`src/rtl/din_pkg.sv`:
```
// Shared encodings for the input sampler.
// Assumes: the encodings below match the values listed in the requirements.
package din_pkg;
    typedef enum logic [2:0] {
        PACE_FAST   = 3'd0,
        PACE_SLOW   = 3'd1,
        PACE_PROG   = 3'd2,
        PACE_STROBE = 3'd3,
        PACE_HAND   = 3'd4
    } pace_e;

    typedef enum logic [1:0] {
        WID_8  = 2'd0,
        WID_16 = 2'd1,
        WID_32 = 2'd2
    } width_e;
endpackage

```
`src/rtl/din_pace_gen.sv`:
```
// Internal pacer: the fast tick every FAST_DIV clocks, the half-rate tick on
// every second fast tick, and the programmable tick on every Nth half-rate tick.
// Assumes: FAST_DIV >= 2. All counters restart while run is low, so the tick
// phase is defined from the start of capture.
module din_pace_gen #(
    parameter int FAST_DIV = 10,
    parameter int DIV_W    = 16
) (
    input  logic             clk,
    input  logic             rst_n,
    input  logic             run,
    input  logic [DIV_W-1:0] divisor,
    output logic             tick_fast,
    output logic             tick_slow,
    output logic             tick_prog
);
    localparam int CW = $clog2(FAST_DIV);
    localparam logic [CW-1:0] FAST_LAST = CW'(FAST_DIV - 1);

    logic [CW-1:0]    fast_cnt;
    logic             half_q;
    logic [DIV_W-1:0] prog_cnt;
    logic [DIV_W-1:0] prog_last;

    // Divisor 0 behaves as 1.
    assign prog_last = (divisor == '0) ? '0 : divisor - 1'b1;

    assign tick_fast = run && (fast_cnt == FAST_LAST);
    assign tick_slow = tick_fast && half_q;
    assign tick_prog = tick_slow && (prog_cnt >= prog_last);

    // Fast counter: wraps every FAST_DIV cycles while running.
    always_ff @(posedge clk) begin
        if (!rst_n || !run)  fast_cnt <= '0;
        else if (tick_fast)  fast_cnt <= '0;
        else                 fast_cnt <= fast_cnt + 1'b1;
    end

    // Half-rate phase: toggles on each fast tick.
    always_ff @(posedge clk) begin
        if (!rst_n || !run)  half_q <= 1'b0;
        else if (tick_fast)  half_q <= ~half_q;
    end

    // Programmable counter: counts half-rate ticks up to the divisor.
    always_ff @(posedge clk) begin
        if (!rst_n || !run)  prog_cnt <= '0;
        else if (tick_prog)  prog_cnt <= '0;
        else if (tick_slow)  prog_cnt <= prog_cnt + 1'b1;
    end
endmodule

```
`src/rtl/din_sig_sync.sv`:
```
// Two-flop synchronizer with polarity correction and edge detection for one
// control line.
// Assumes: the polarity is applied before the first flop, so a line that is
// idle at its inactive level never produces an edge after reset.
module din_sig_sync (
    input  logic clk,
    input  logic rst_n,
    input  logic raw,
    input  logic inv,
    output logic level,
    output logic rise,
    output logic fall
);
    logic s1_q, s2_q, s3_q;

    // Synchronizer chain plus one history stage for edge detection.
    always_ff @(posedge clk) begin
        if (!rst_n) begin
            s1_q <= 1'b0;
            s2_q <= 1'b0;
            s3_q <= 1'b0;
        end else begin
            s1_q <= raw ^ inv;
            s2_q <= s1_q;
            s3_q <= s2_q;
        end
    end

    assign level = s2_q;
    assign rise  = s2_q & ~s3_q;
    assign fall  = ~s2_q & s3_q;
endmodule

```
`src/rtl/din_capture.sv`:
```
// Capture control: start arming, event selection per pacing mode, width
// masking, FIFO write, overrun flag, handshake acknowledge and flush pulse.
// Assumes: din is stable for at least four clocks after a strobe or request
// edge, so it is still valid when the synchronized edge is seen.
module din_capture
    import din_pkg::*;
#(
    parameter int DATA_W = 32
) (
    input  logic              clk,
    input  logic              rst_n,
    input  logic              enable,
    input  logic              clear,
    input  logic [1:0]        width,
    input  logic [2:0]        pace,
    input  logic              edge_fall,
    input  logic              start_trig,
    input  logic              tick_fast,
    input  logic              tick_slow,
    input  logic              tick_prog,
    input  logic              req_level,
    input  logic              req_rise,
    input  logic              req_fall,
    input  logic              trig_rise,
    input  logic [DATA_W-1:0] din,
    input  logic              fifo_full,
    output logic              running,
    output logic              ack_act,
    output logic              wr_en,
    output logic [DATA_W-1:0] wr_data,
    output logic              overrun,
    output logic              flush
);
    pace_e             mode;
    logic              hs_take;
    logic              evt;
    logic              sample;
    logic [DATA_W-1:0] masked;

    assign mode    = pace_e'(pace);
    assign hs_take = enable && (mode == PACE_HAND) && !ack_act && req_level;

    // Pick the capture event for the selected pacing mode.
    always_comb begin
        case (mode)
            PACE_FAST:   evt = tick_fast;
            PACE_SLOW:   evt = tick_slow;
            PACE_PROG:   evt = tick_prog;
            PACE_STROBE: evt = edge_fall ? req_fall : req_rise;
            PACE_HAND:   evt = hs_take;
            default:     evt = 1'b0;
        endcase
    end

    assign sample = enable && running && evt;

    // Zero-extend narrow samples into the full FIFO word.
    always_comb begin
        masked = '0;
        case (width_e'(width))
            WID_8:   masked[7:0]  = din[7:0];
            WID_16:  masked[15:0] = din[15:0];
            default: masked       = din;
        endcase
    end

    // Arming: immediate start, or wait for a trigger edge; cleared by disable.
    always_ff @(posedge clk) begin
        if (!rst_n || !enable)  running <= 1'b0;
        else if (!running)      running <= !start_trig || trig_rise;
    end

    // FIFO write: one cycle per accepted sample.
    always_ff @(posedge clk) begin
        if (!rst_n) begin
            wr_en   <= 1'b0;
            wr_data <= '0;
        end else begin
            wr_en <= sample && !fifo_full;
            if (sample && !fifo_full) wr_data <= masked;
        end
    end

    // Sticky overrun: set by a sample into a full FIFO, cleared by clear.
    always_ff @(posedge clk) begin
        if (!rst_n)                  overrun <= 1'b0;
        else if (sample && fifo_full) overrun <= 1'b1;
        else if (clear)              overrun <= 1'b0;
    end

    // Handshake acknowledge: raise on take, drop once request is released.
    always_ff @(posedge clk) begin
        if (!rst_n || !running || mode != PACE_HAND) ack_act <= 1'b0;
        else if (hs_take)                            ack_act <= 1'b1;
        else if (ack_act && !req_level)              ack_act <= 1'b0;
    end

    // Flush pulse follows the clear request by one cycle.
    always_ff @(posedge clk) begin
        if (!rst_n) flush <= 1'b0;
        else        flush <= clear;
    end
endmodule

```
`src/rtl/din_sampler.sv`:
```
// Top of the multi-mode input sampler: pacer, two control-line synchronizers
// and the capture controller.
// Assumes: FIFO storage is external; fifo_full is synchronous to clk.
module din_sampler #(
    parameter int FAST_DIV = 10,
    parameter int DIV_W    = 16,
    parameter int DATA_W   = 32
) (
    input  logic              clk,
    input  logic              rst_n,
    input  logic              cfg_enable,
    input  logic              cfg_clear,
    input  logic [1:0]        cfg_width,
    input  logic [2:0]        cfg_pace,
    input  logic              cfg_edge_fall,
    input  logic              cfg_start_trig,
    input  logic              cfg_req_inv,
    input  logic              cfg_ack_inv,
    input  logic              cfg_trig_inv,
    input  logic [DIV_W-1:0]  cfg_divisor,
    input  logic [DATA_W-1:0] din,
    input  logic              ext_req,
    input  logic              ext_trig,
    output logic              ext_ack,
    input  logic              fifo_full,
    output logic              fifo_wr_en,
    output logic [DATA_W-1:0] fifo_wr_data,
    output logic              fifo_flush,
    output logic              overrun
);
    logic tick_fast, tick_slow, tick_prog;
    logic req_level, req_rise, req_fall;
    logic trig_level, trig_rise, trig_fall;
    logic running, ack_act;

    din_pace_gen #(.FAST_DIV(FAST_DIV), .DIV_W(DIV_W)) i_pace (
        .clk(clk), .rst_n(rst_n), .run(cfg_enable && running),
        .divisor(cfg_divisor), .tick_fast(tick_fast),
        .tick_slow(tick_slow), .tick_prog(tick_prog)
    );

    din_sig_sync i_req_sync (
        .clk(clk), .rst_n(rst_n), .raw(ext_req), .inv(cfg_req_inv),
        .level(req_level), .rise(req_rise), .fall(req_fall)
    );

    din_sig_sync i_trig_sync (
        .clk(clk), .rst_n(rst_n), .raw(ext_trig), .inv(cfg_trig_inv),
        .level(trig_level), .rise(trig_rise), .fall(trig_fall)
    );

    din_capture #(.DATA_W(DATA_W)) i_cap (
        .clk(clk), .rst_n(rst_n), .enable(cfg_enable), .clear(cfg_clear),
        .width(cfg_width), .pace(cfg_pace), .edge_fall(cfg_edge_fall),
        .start_trig(cfg_start_trig), .tick_fast(tick_fast),
        .tick_slow(tick_slow), .tick_prog(tick_prog),
        .req_level(req_level), .req_rise(req_rise), .req_fall(req_fall),
        .trig_rise(trig_rise), .din(din), .fifo_full(fifo_full),
        .running(running), .ack_act(ack_act), .wr_en(fifo_wr_en),
        .wr_data(fifo_wr_data), .overrun(overrun), .flush(fifo_flush)
    );

    // Acknowledge polarity is applied at the pin.
    assign ext_ack = ack_act ^ cfg_ack_inv;
endmodule

```
`config.mk`:
```
export PLATFORM = sky130hd
export DESIGN_NAME = din_sampler
export DESIGN_NICKNAME = d
export VERILOG_FILES = /design/src/rtl/din_pkg.sv /design/src/rtl/din_pace_gen.sv /design/src/rtl/din_sig_sync.sv /design/src/rtl/din_capture.sv /design/src/rtl/din_sampler.sv
export SDC_FILE = /design/constraint.sdc
export NUM_CORES = 1
export LEC_CHECK = 0
export ABC_CLOCK_PERIOD_IN_PS = 5300
export BUFFER_PORTS_ARGS = -buffer_cell sky130_fd_sc_hd__clkbuf_2
export CORE_MARGIN = 2
export CORE_UTILIZATION = 35
export DETAILED_ROUTE_END_ITERATION = 16
export GPL_ROUTABILITY_DRIVEN = 0
export PLACE_DENSITY = 0.63
export REMOVE_ABC_BUFFERS = 1
export SKIP_CTS_REPAIR_TIMING = 1
export SLEW_MARGIN = 0
export SYNTH_ARGS = -nofsm -noshare
export SYNTH_HDL_FRONTEND = slang
export SYNTH_SLANG_ARGS = --single-unit
```
`constraint.sdc`:
```
create_clock -name clk -period 5.3 [get_ports clk]
set_input_delay 0.53 -clock clk [delete_from_list [all_inputs] [get_ports clk]]
set_output_delay 0.53 -clock clk [all_outputs]
set_load 0.01 [all_outputs]
```
### Word-level counts from Yosys, hierarchy flattened

Index checks and enable logic that the tools add are counted.
W data, S select, Z words.

* $add $sub $neg: 3
* $lt $le $gt $ge: 1
* equal/unequal tests: 7
* multiplexer cells: 10
* bitwise operators: 10
* reduce and logical (&&, ||, !) cells: 32

Operators with widths (number)
* $mux W16: 2
* $add A16 B1 Y16 const B: 1
* $ge A16 B16 Y1: 1
* $logic_not A16 Y1: 1
* $sub A16 B1 Y16 const B: 1
* $logic_and A1 B1 Y1: 11
* $logic_not A1 Y1: 8
* $mux W8: 1
* $eq A3 B2 Y1 const B: 2
* $mux W1: 6
* $reduce_or A2 Y1: 3
* $logic_or A1 B1 Y1: 5
* $pmux W1 S5: 1
* $add A4 B1 Y4 const B: 1
* $eq A4 B4 Y1 const B: 1
* $not A1 Y1: 4
* $reduce_bool A2 Y1: 2
* $and A1 B1 Y1: 3
* $eq A3 B1 Y1 const B: 1
* $eq A3 B3 Y1 const B: 1
* $logic_not A3 Y1: 1
* $ne A3 B3 Y1 const B: 1
* $xor A1 B1 Y1: 3
* $eq A2 B1 Y1 const B: 1
* $logic_not A2 Y1: 1

* bits in registers: 64
* input port bits: 65
* word-level logic and storage cells: 78

### Depth between registers and ports, before layout

* depth in word-level cells: 8
* depth in mapped cells: 15
* gate-level depth less buffers: 13

### By module

Synthesis repeated with hierarchy kept, for this count alone.

* cells, all modules: 399
* area, all modules: 3400.8 um^2

Modules (own cells, without submodules)
* din_pace_gen: instances 1, cells each 211, area an instance 1645.3 um^2, seq. area each 420.4 um^2
* din_capture: instances 1, cells each 168, area an instance 1540.2 um^2, seq. area each 740.7 um^2
* din_sig_sync: instances 2, cells each 9, area an instance 100.1 um^2, seq. area each 60.1 um^2
* din_sampler: instances 1, cells each 2, area an instance 15.0 um^2, seq. area each 0.0 um^2

### Worst setup path before layout

Ideal clock, no wire load.

* path kind: input -> register
* from: in cfg_divisor[5]
* to: reg i_cap.wr_data[0]
* setup time: 0.072 ns
* arrival: 3.468 ns
* data required time: 5.228 ns
* path slack: 1.760 ns
* stages on the path: 13
* buffers on the path: 1
* cells stage by stage: nor4_1 > nand3_1 > nor3_1 > xor2_1 > nand2_1 > ha_1 > nand4_2 > nor2_1 > a311o_1 > o31a_2 > a31oi_4 > buf_12 > mux2i_1

* word-level cells in the longest chain between the ends: 7

Ends and longest elaborated chain
* from (decl): RTL line din_sampler.sv:20 `input logic [DIV_W-1:0] cfg_divisor,`
* $sub A16 B1 Y16 / $logic_not A16 Y1 (equally long branches): RTL line din_pace_gen.sv:26 `assign prog_last = (divisor == '0) ? '0 : divisor - 1'b1;`
* $mux W16 (*): RTL line din_pace_gen.sv:26
* $ge A16 B16 Y1 (*): RTL line din_pace_gen.sv:30 `assign tick_prog = tick_slow && (prog_cnt >= prog_last);`
* $logic_and A1 B1 Y1 (*): RTL line din_pace_gen.sv:30
* $pmux W1 S5 (*): RTL line din_capture.sv:45 `case (mode)`
* $logic_and A1 B1 Y1 (*): RTL line din_capture.sv:55 `assign sample = enable && running && evt;`
* $logic_and A1 B1 Y1 (*): RTL line din_capture.sv:80 `if (sample && !fifo_full) wr_data <= masked;`
* to (signal assigned): RTL line din_capture.sv:80
* to (decl): RTL line din_capture.sv:30 `output logic [DATA_W-1:0] wr_data,`

Every way passes the cells marked *; elsewhere a longest branch is shown, timed or not.
A chain may end at the register's enable or synchronous reset.

### Worst setup path in the final report

* from: in cfg_divisor[5]
* to: reg i_cap.wr_data[27]

Same word-level chain as after synthesis.

==> impl_metrics.py <==
metrics = {
    "status": {
        "status": "finished clean",
    },
    "grt": {
        "grt_usage_pct": 14.6,
        "antenna_found_initial": 0,
        "grt-ovfl-total": 0,
        "grt_pass1_wl_um": 12200,
        "grt_max_degree": 38,
        "grt_pass1_vias": 2722,
    },
    "sta": {
        "skew_ns": 0.0125,
        "hold_viol": 0,
        "layout_min_cycle_time_ns": 4.06,
        "tightest_slew_ns": 0.631,
        "finalWorstSetupSlack_ns": 1.24,
        "setup_viol": 0,
        "slew_viol_final": 0,
        "max_freq_mhz": 246,
        "rsz0062_at_grt": "false",
        "hold_ws_ns": 0.387,
        "fin_crit_sh_pct": 76.6,
        "relSlewSlack_pct": 57.5,
        "setup_tns_ns": 0,
    },
    "clock_tree": {
        "cts-root-buf": "clkbuf_8",
        "cts_sinks": 64,
        "cts_max_level": 3,
        "clk_latency_ns": 0.34,
        "cts_tree": "built",
        "cts_buffers": 9,
        "cts_buffer_depth": 2,
        "clkTransAtPathRegs_ns": 0.09,
    },
    "drt": {
        "drcViolationCount": 0,
        "routed.top_layer": "met4",
        "viasPerCell": 4.73,
        "drt_pass1_iterations": 4,
        "ant_nets": 0,
        "routedWlPerCell_um": 12.0,
        "vias": 2941,
        "wl_um": 7460,
        "drt-met1-wl_um": 3320,
        "route.met2.wl_um": 3490,
        "wl_met3_um": 582,
        "first_iter_violations": 59,
    },
    "synth": {
        "yosysSeqAreaShare_pct": 37.5,
        "syn_inst": 387,
        "synthDistinctLibCells": 46,
        "yosysWarnings": 0,
        "syn_avg_cell_area_um2": 8.82,
        "synthArstFlopShare_pct": 0,
        "synth_area_um2": 3410,
        "synth_edf_count": 0,
        "ys.flop_type": "dfxtp_1",
        "ys_seq_elements": 64,
    },
    "floorplanning": {
        "std_cell_rows": 36,
        "dieArea_um2": 10600,
        "start_util_pct": 35.4,
        "die_width_um": 103,
        "ios": 101,
        "die_y_um": 103,
        "coreArea_um2": 9640,
    },
    "placement": {
        "portBuffers": 100,
        "dp_slack_ns": 0.904,
        "dp.cells": 606,
        "detailed_place.area_um2": 3980,
        "hpwl_um": 5660,
    },
    "job": {
        "cap_violations": 0,
    },
    "hold_path": {
        "hp-start": "cfg_start_trig",
        "hold_path.class": "input port to flip-flop",
        "hold_depth": 2,
        "min_to": "i_cap.running",
    },
    "setup_path": {
        "rr_worst_depth": 9,
        "cp-start-kind": "input port",
        "required_ns": 5.57,
        "critPathArrivalTime_ns": 4.33,
        "worstSetupEndpointType": "flip-flop",
        "path_max_fanout": 32,
        "critical_path_class": "input port to flip-flop",
        "r2r_start": "i_pace.prog_cnt[0]",
        "rrSetupSlack_ns": 2.60,
        "reg2reg_to": "i_cap.wr_data[27]",
    },
    "pwr": {
        "peakVddDrop_mv": 0.154,
        "p_sw_share_pct": 26.2,
        "clkPwrFrac_pct": 44.0,
        "p_total_mw": 1.02,
        "power_density_nw_per_um2": 242,
        "power_switching_mw": 0.266,
        "p_leak_nw": 2.01,
        "internal_power_mw": 0.750,
        "pwr-share-seq_pct": 47.8,
        "p_comb_share_pct": 8.2,
    },
    "final_layout": {
        "drive_gt1_share_pct": 25.8,
        "area_growth_pct": 22.8,
        "stdcell_area_um2": 4190,
        "n_antenna_cell": 0,
        "fin_nets": 570,
        "final_cells": 622,
        "final_util_pct": 43.5,
    },
}
critical path, cell delays in order:
cell and delay, ns:
clkbuf_2 0.10, nor4_1 0.58, nand4_1 0.61, and2_1 0.38, ha_1 0.27, nand2b_4 0.15
a2111oi_4 0.33, o32ai_1 0.11, o31a_2 0.34, a31oi_4 0.18, buf_4 0.47, mux2i_1 0.27
cell type report:
| cell class | count | area [um2] |
|---|---|---|
| Clock buffer | 9 | 124 |
| Clock inverter | 7 | 83.8 |
| Fill cell | 979 | 5450 |
| Inverter | 9 | 33.8 |
| Multi-Input combinational cell | 298 | 1990 |
| Sequential cell | 64 | 1280 |
| Tap cell | 133 | 166 |
| Timing Repair Buffer | 102 | 515 |
power groups by stage:
| stage | clock (mW) | combinational (mW) | sequential (mW) |
|---|---|---|---|
| 2_1_floorplan | 0 | 0.0374 | 0.497 |
| 3_3_place_gp | 0 | 0.0818 | 0.497 |
| 3_5_place_dp | 0 | 0.0838 | 0.497 |
| 4_1_cts | 0.463 | 0.0841 | 0.486 |
| 5_1_grt | 0.483 | 0.0941 | 0.486 |
| 6_report | 0.447 | 0.0832 | 0.486 |
layout by cell type, fill, tap and decap left out, types with 3 or more instances in the layout:
| master | synthesis | layout |
|---|---|---|
| dfxtp_1 | 64 | 64 |
| nand2b_1 | 6 | 6 |
| and2_1 | 11 | 11 |
| and3_1 | 4 | 4 |
| inv_6 | 0 | 3 |
| nand2_1 | 76 | 76 |
| clkbuf_2 | 1 | 100 |
| xor2_1 | 18 | 18 |
| nand3b_1 | 4 | 4 |
| ha_1 | 21 | 21 |
| nand4_1 | 8 | 8 |
| xnor2_1 | 16 | 16 |
| nor3_1 | 6 | 6 |
| mux2i_1 | 33 | 33 |
| nand3_1 | 23 | 23 |
| nor2_1 | 35 | 35 |
| inv_1 | 9 | 9 |
| clkbuf_8 | 0 | 9 |
| nor2b_1 | 3 | 3 |
| a21oi_1 | 4 | 4 |
per-layer routing:
metal  global-route usage (%)  vias up
li1                         -     1510
met1                     17.9     1347
met2                     23.5       79
met3                     5.76        5
met4                     4.55        0
met5                        0        -
cell usage after synthesis (2+ instances only):
master    number  area, um2
nand2_1       76        285
dfxtp_1       64       1280
nor2_1        35        131
mux2i_1       33        330
nand3_1       23        115
ha_1          21        263
xor2_1        18        158
xnor2_1       16        140
and2_1        11       68.8
clkbuf_1      11       41.3
inv_1          9       33.8
nand4_1        8       50.1
nand2b_1       6       37.5
nor3_1         6       30.0
a21oi_1        4       20.0
and3_1         4       25.0
nand3b_1       4       30.0
buf_12         3       60.1
nor2b_1        3       18.8
a211oi_1       2       15.0
nor3b_1        2       15.0
nor4_1         2       12.5
o21a_1         2       15.0
o21ai_0        2       10.0
state kept, by name, indices dropped and copies added, names as in the netlist:
name,count
i_cap.ack_act,1
i_cap.flush,1
i_cap.overrun,1
i_cap.running,1
i_cap.wr_data,32
i_cap.wr_en,1
i_pace.fast_cnt,4
i_pace.half_q,1
i_pace.prog_cnt,16
i_req_sync.level,1
i_req_sync.s1_q,1
i_req_sync.s3_q,1
i_trig_sync.level,1
i_trig_sync.s1_q,1
i_trig_sync.s3_q,1
cell families (layout without fill, tap and decap cells):
group	count (synthesis)	after routing	share of synthesized area, %
simple gates	185	185	25.5
flops	64	64	37.5
xor+xnor	34	34	8.72
mux	33	33	9.68
compound gates	25	25	6.56
buf+inv	25	127	4.25
fa+ha+maj	21	21	7.70
how the worst max path moves through the flow:
stage / startpoint / endpoint / slack [ns]
finish: cfg_divisor[5] / i_cap.wr_data[27] / 1.24
global route: cfg_divisor[5] / i_cap.wr_data[27] / 0.92
CTS: cfg_divisor[5] / i_cap.wr_data[27] / 1.24
detailed placement: cfg_divisor[5] / i_cap.wr_data[3] / 0.90
global placement: cfg_divisor[5] / i_cap.wr_data[30] / 1.04
floorplan: cfg_divisor[5] / i_cap.wr_data[0] / 1.11
(Power assumes the default switching activity.)
